### src/rtl/addr_seq_pkg.sv
package addr_seq_pkg;

    localparam int SEQ_ADDR_W = 18;
    localparam int SEQ_LAG    = 7;

    typedef enum logic {
        PH_RD = 1'b0,
        PH_WR = 1'b1
    } phase_e;

    typedef struct packed {
        logic rd;
        logic wr;
    } strobe_t;

    // Start value of the write pointer: minus the lag, wrapped to aw bits.
    function automatic int unsigned wrap_base(input int aw, input int lag);
        int unsigned span;
        span = 32'd1 << aw;
        return (span - int'(lag)) & (span - 1);
    endfunction

endpackage

### src/rtl/seq_counter.sv
module seq_counter #(
    parameter int          W     = 18,
    parameter int unsigned START = 0
) (
    input  logic         clk,
    input  logic         rst,
    input  logic         inc,
    output logic [W-1:0] cnt_o
);
    localparam logic [W-1:0] START_V = W'(START);
    localparam logic [W-1:0] ONE     = W'(1);

    always_ff @(posedge clk) begin
        if (rst)      cnt_o <= START_V;
        else if (inc) cnt_o <= cnt_o + ONE;
    end

    AST_CNT_STEP: assert property (@(posedge clk) disable iff (rst)
        inc |=> cnt_o == $past(cnt_o) + ONE);
    AST_CNT_HOLD: assert property (@(posedge clk) disable iff (rst)
        !inc |=> $stable(cnt_o));
endmodule

### src/rtl/seq_phase.sv
module seq_phase
    import addr_seq_pkg::*;
(
    input  logic   clk,
    input  logic   rst,
    input  logic   en,
    output phase_e phase_o
);
    always_ff @(posedge clk) begin
        if (rst)     phase_o <= PH_RD;
        else if (en) phase_o <= (phase_o == PH_RD) ? PH_WR : PH_RD;
    end

    AST_PHASE_TOGGLE: assert property (@(posedge clk) disable iff (rst)
        en |=> phase_o != $past(phase_o));
    AST_PHASE_HOLD: assert property (@(posedge clk) disable iff (rst)
        !en |=> $stable(phase_o));
endmodule

### src/rtl/seq_mux.sv
module seq_mux
    import addr_seq_pkg::*;
#(
    parameter int W = 18
) (
    input  phase_e       phase,
    input  logic         en,
    input  logic [W-1:0] rd_addr,
    input  logic [W-1:0] wr_addr,
    output logic [W-1:0] addr_o,
    output strobe_t      stb_o
);
    always_comb begin
        addr_o   = (phase == PH_WR) ? wr_addr : rd_addr;
        stb_o.rd = en && (phase == PH_RD);
        stb_o.wr = en && (phase == PH_WR);
    end
endmodule

### src/rtl/mem_addr_seq.sv
module mem_addr_seq
    import addr_seq_pkg::*;
#(
    parameter int ADDR_W = SEQ_ADDR_W,
    parameter int LAG    = SEQ_LAG
) (
    input  logic              clk,
    input  logic              rst,
    input  logic              en,
    output logic [ADDR_W-1:0] addr_o,
    output logic              rd_stb_o,
    output logic              wr_stb_o
);
    localparam int unsigned    WR_START = wrap_base(ADDR_W, LAG);
    localparam logic [ADDR_W-1:0] GAP   = ADDR_W'(LAG + 1);

    phase_e            phase;
    logic [ADDR_W-1:0] rd_ptr;
    logic [ADDR_W-1:0] wr_ptr;
    strobe_t           stb;

    seq_phase u_phase (
        .clk     (clk),
        .rst     (rst),
        .en      (en),
        .phase_o (phase)
    );

    seq_counter #(.W(ADDR_W), .START(0)) u_rd_cnt (
        .clk   (clk),
        .rst   (rst),
        .inc   (stb.rd),
        .cnt_o (rd_ptr)
    );

    seq_counter #(.W(ADDR_W), .START(WR_START)) u_wr_cnt (
        .clk   (clk),
        .rst   (rst),
        .inc   (stb.wr),
        .cnt_o (wr_ptr)
    );

    seq_mux #(.W(ADDR_W)) u_mux (
        .phase   (phase),
        .en      (en),
        .rd_addr (rd_ptr),
        .wr_addr (wr_ptr),
        .addr_o  (addr_o),
        .stb_o   (stb)
    );

    assign rd_stb_o = stb.rd;
    assign wr_stb_o = stb.wr;

    AST_STB_EXCL: assert property (@(posedge clk) disable iff (rst)
        !(rd_stb_o && wr_stb_o));
    AST_RD_THEN_NOT_RD: assert property (@(posedge clk) disable iff (rst)
        rd_stb_o |=> !rd_stb_o);
    AST_WR_THEN_NOT_WR: assert property (@(posedge clk) disable iff (rst)
        wr_stb_o |=> !wr_stb_o);
    AST_IDLE_QUIET: assert property (@(posedge clk) disable iff (rst)
        !en |-> (!rd_stb_o && !wr_stb_o));
    AST_IDLE_ADDR_HOLD: assert property (@(posedge clk) disable iff (rst)
        !en |=> $stable(addr_o));
    AST_WR_TRAILS: assert property (@(posedge clk) disable iff (rst)
        wr_stb_o |-> (wr_ptr == rd_ptr - GAP));
endmodule

### config.mk
export PLATFORM = sky130hd
export DESIGN_NAME = mem_addr_seq
export DESIGN_NICKNAME = d
export VERILOG_FILES = /design/src/rtl/addr_seq_pkg.sv /design/src/rtl/seq_counter.sv /design/src/rtl/seq_phase.sv /design/src/rtl/seq_mux.sv /design/src/rtl/mem_addr_seq.sv
export SDC_FILE = /design/constraint.sdc
export NUM_CORES = 1
export LEC_CHECK = 0
export ABC_AREA = 1
export CELL_PAD_IN_SITES_DETAIL_PLACEMENT = 0
export CELL_PAD_IN_SITES_GLOBAL_PLACEMENT = 2
export CORE_MARGIN = 2
export CORE_UTILIZATION = 30
export CTS_CLUSTER_SIZE = 10
export DETAILED_ROUTE_END_ITERATION = 8
export GPL_ROUTABILITY_DRIVEN = 0
export GPL_TIMING_DRIVEN = 0
export PLACE_DENSITY_LB_ADDON = 0.1
export SLEW_MARGIN = 40
export SYNTH_ARGS = -nofsm -noshare
export SYNTH_HDL_FRONTEND = slang
export SYNTH_SLANG_ARGS = --single-unit
### constraint.sdc
create_clock -name clk -period 1.75 [get_ports clk]
set_clock_uncertainty 0.1 [all_clocks]
set_input_delay 0.2625 -clock clk [delete_from_list [all_inputs] [get_ports clk]]
set_output_delay 0.2625 -clock clk [all_outputs]
set_load 0.005 [all_outputs]
==> impl_metrics.yaml <==
pwr:
  power_frac_seq_pct: 48.8
  swShare_pct: 26.3
  p_per_area_nw_per_um2: 707
  pwr-share-comb_pct: 12.1
  power_w: 0.00177
  max-vdd-ir-drop_v: 0.000331
  p_leak_nw: 1.20
  p_clk_share_pct: 39.1
  p_int_w: 0.00130
  p_switching_w: 0.000466
critical_path:
  crit_path_start_kind: "flip-flop"
  critPathSlowestCell: "dfxtp_2"
  cp_max_fo: 10
  slowest_delay_ps: 360
  path_class: "flip-flop to primary output"
  cp_data_arrival_time_ps: 1330
  end_kind: "primary output"
  cp_cell_sequence: "buf_6 > clkbuf_8 > nand2_1 > o21ai_1 > clkdlybuf4s15_1"
  cp_data_required_time_ps: 1390
  path_delay_family: "buffers and inverters"
  path_buf_inv: 3
routing:
  num_vias: 2052
  wl_per_cell_um: 13.7
  drt-initial-drc-count: 86
  vias_per_cell: 4.72
  first_pass_iters: 4
  drc: 0
  wl_mm: 5.95
  antenna_left: 0
floorplan:
  initial_utilization_pct: 31.5
  core.rowCount: 29
  die_y_um: 86.1
  die_x_um: 86.1
  ios: 23
  coreArea_um2: 6420
  dieArea_um2: 7410
placement:
  portBuffers: 21
  dpl_cell_area_um2: 2330
  dp_hpwl_mm: 4.63
cells_and_area:
  final_common_cell: "nand2_1"
  utilization_pct: 39.0
  layout-area-overhead-vs-synth_pct: 23.9
  finalNetCount: 362
  final_cell_mix: "88 x nand2_1, 48 x nor2_1, 38 x inv_1"
  diodes: 0
  drive_above_1_share_pct: 9.50
  fin_area_um2: 2500
global_routing:
  overflow: 0
  grt_pass1_vias: 1972
  grt_pass1_wl_mm: 9.92
  antenna_found_initial: 0
  grtUsageTotal_pct: 17.3
  grt_max_degree: 12
clock_network:
  htreeDepth: 2
  cts_sinks: 37
  clk_latency_ps: 300
  cts.clk_slew.worst_paths_ps: 90
  cts_made_buffers: 5
  clockBufferDepth: 2
  root_buffer: "clkbuf_8"
  cts_tree: "yes"
timing:
  whs_ps: 363
  period_needed_ps: 1690
  rsz0062_at_grt: "no"
  hold_viol_final: 0
  setup_viol: 0
  max_freq_mhz: 590
  fin_crit_sh_pct: 96.8
  max_slew_margin_pct: 65.5
  tns_ps: 0
  tightest_slew_ps: 518
  slew_violations: 0
logic_synthesis:
  synth_cell_type_count: 23
  yosysSeqAreaShare_pct: 36.7
  synthFlopType: "dfxtp_1"
  synth_edf_count: 0
  netlist_area_um2: 2020
  synthCells: 325
  synth_nets: 330
  yosys_warnings: 0
  avgSynthCellArea_um2: 6.22
  synth.top_cell.area_share_pct: 36.7
  synthTopCellsByArea: "dfxtp_1 37%, nand2_1 17%, nor2_1 9.3%, o21ai_0 8.4%, inv_1 7.1%"
  ys_async_sr_fraction_pct: 0
  yosysTopAreaCell: "dfxtp_1"
  synth-seq-cells: 37
hold_path:
  hp-class: "flip-flop to flip-flop"
run:
  cap_violations: 0
status:
  status: "finished, final reports clean"
## logic make-up after synthesis
group | share of synthesized area, %
AOI/OAI and AO/OA | 12.4
DFF | 36.7
buffers and inverters | 9.04
and+or+nand+nor | 40.6
adders and majority gates | 1.24
## synthesized netlist by cell type (2+ instances only)
cell / count
nor3_1: 7
clkbuf_1: 6
inv_1: 38
a21oi_1: 12
nor2_1: 50
nand2_1: 91
nor2_2: 3
nand3_1: 23
o21ai_0: 34
ha_1: 2
dfxtp_1: 37
nand3b_1: 5
nand4_1: 5
nor2_4: 3
## per-stage QoR
stage	std cells	setup slack, ps
floorplan	325	376
global placement	423	-410
detailed placement	423	-419
CTS	435	32.1
global route	435	0.169
finish	435	55.4
## area by class of cell
class / instances / area, µm²
fill: 712 / 3920
buffer: 8 / 72.6
inverter: 39 / 149
timing repair buffer: 25 / 215
clock inverter: 1 / 5.00
sequential: 37 / 743
clock buffer: 7 / 96.3
multi-input combinational: 241 / 1130
tap: 77 / 96.3
## what timing repair did
action	in CTS	in global routing
hold buffers	0	0
resized for setup	48	15
setup buffers	4	0
endpoints found under the setup margin	21	13
## worst paths after layout
path / cells past startpoint / start / slack (ps) / to
setup / recovery: 5 / u_phase.phase_o / 60 / addr_o[7]
hold / removal: 2 / u_wr_cnt.cnt_o[17] / 360 / u_wr_cnt.cnt_o[17]
setup reg to reg: 8 / u_phase.phase_o / 200 / u_rd_cnt.cnt_o[10]
hold reg to reg: 2 / u_wr_cnt.cnt_o[17] / 360 / u_wr_cnt.cnt_o[17]
## sequential cells by signal (all words and copies together) (netlist names)
signal,cells
u_rd_cnt.cnt_o,18
u_wr_cnt.cnt_o,18
u_phase.phase_o,1
## power by group through the flow
stage	sequential, W	combinational (W)	clock (W)
final	0.000863	0.000215	0.000691
after global routing	0.000865	0.000240	0.000744
after CTS	0.000863	0.000215	0.000710
after detailed placement	0.000882	0.000211	0
after global placement	0.000882	0.000212	0
after floorplan	0.000879	0.0000994	0
## per-layer routing
layer	global-route usage [%]	vias up	part of all wire [%]
li1	-	1105	-
met1	22.4	926	48
met2	29.7	16	49
met3	3.46	5	2.7
met4	3.90	0	1.0
met5	0	-	0
## worst min-delay path, delay by kind of cell, from the launching register on
kind             cells  cell delay, ps
DFF                  1             330
and+or+nand+nor      2             100
No activity file was read; power rests on OpenSTA's default activity.
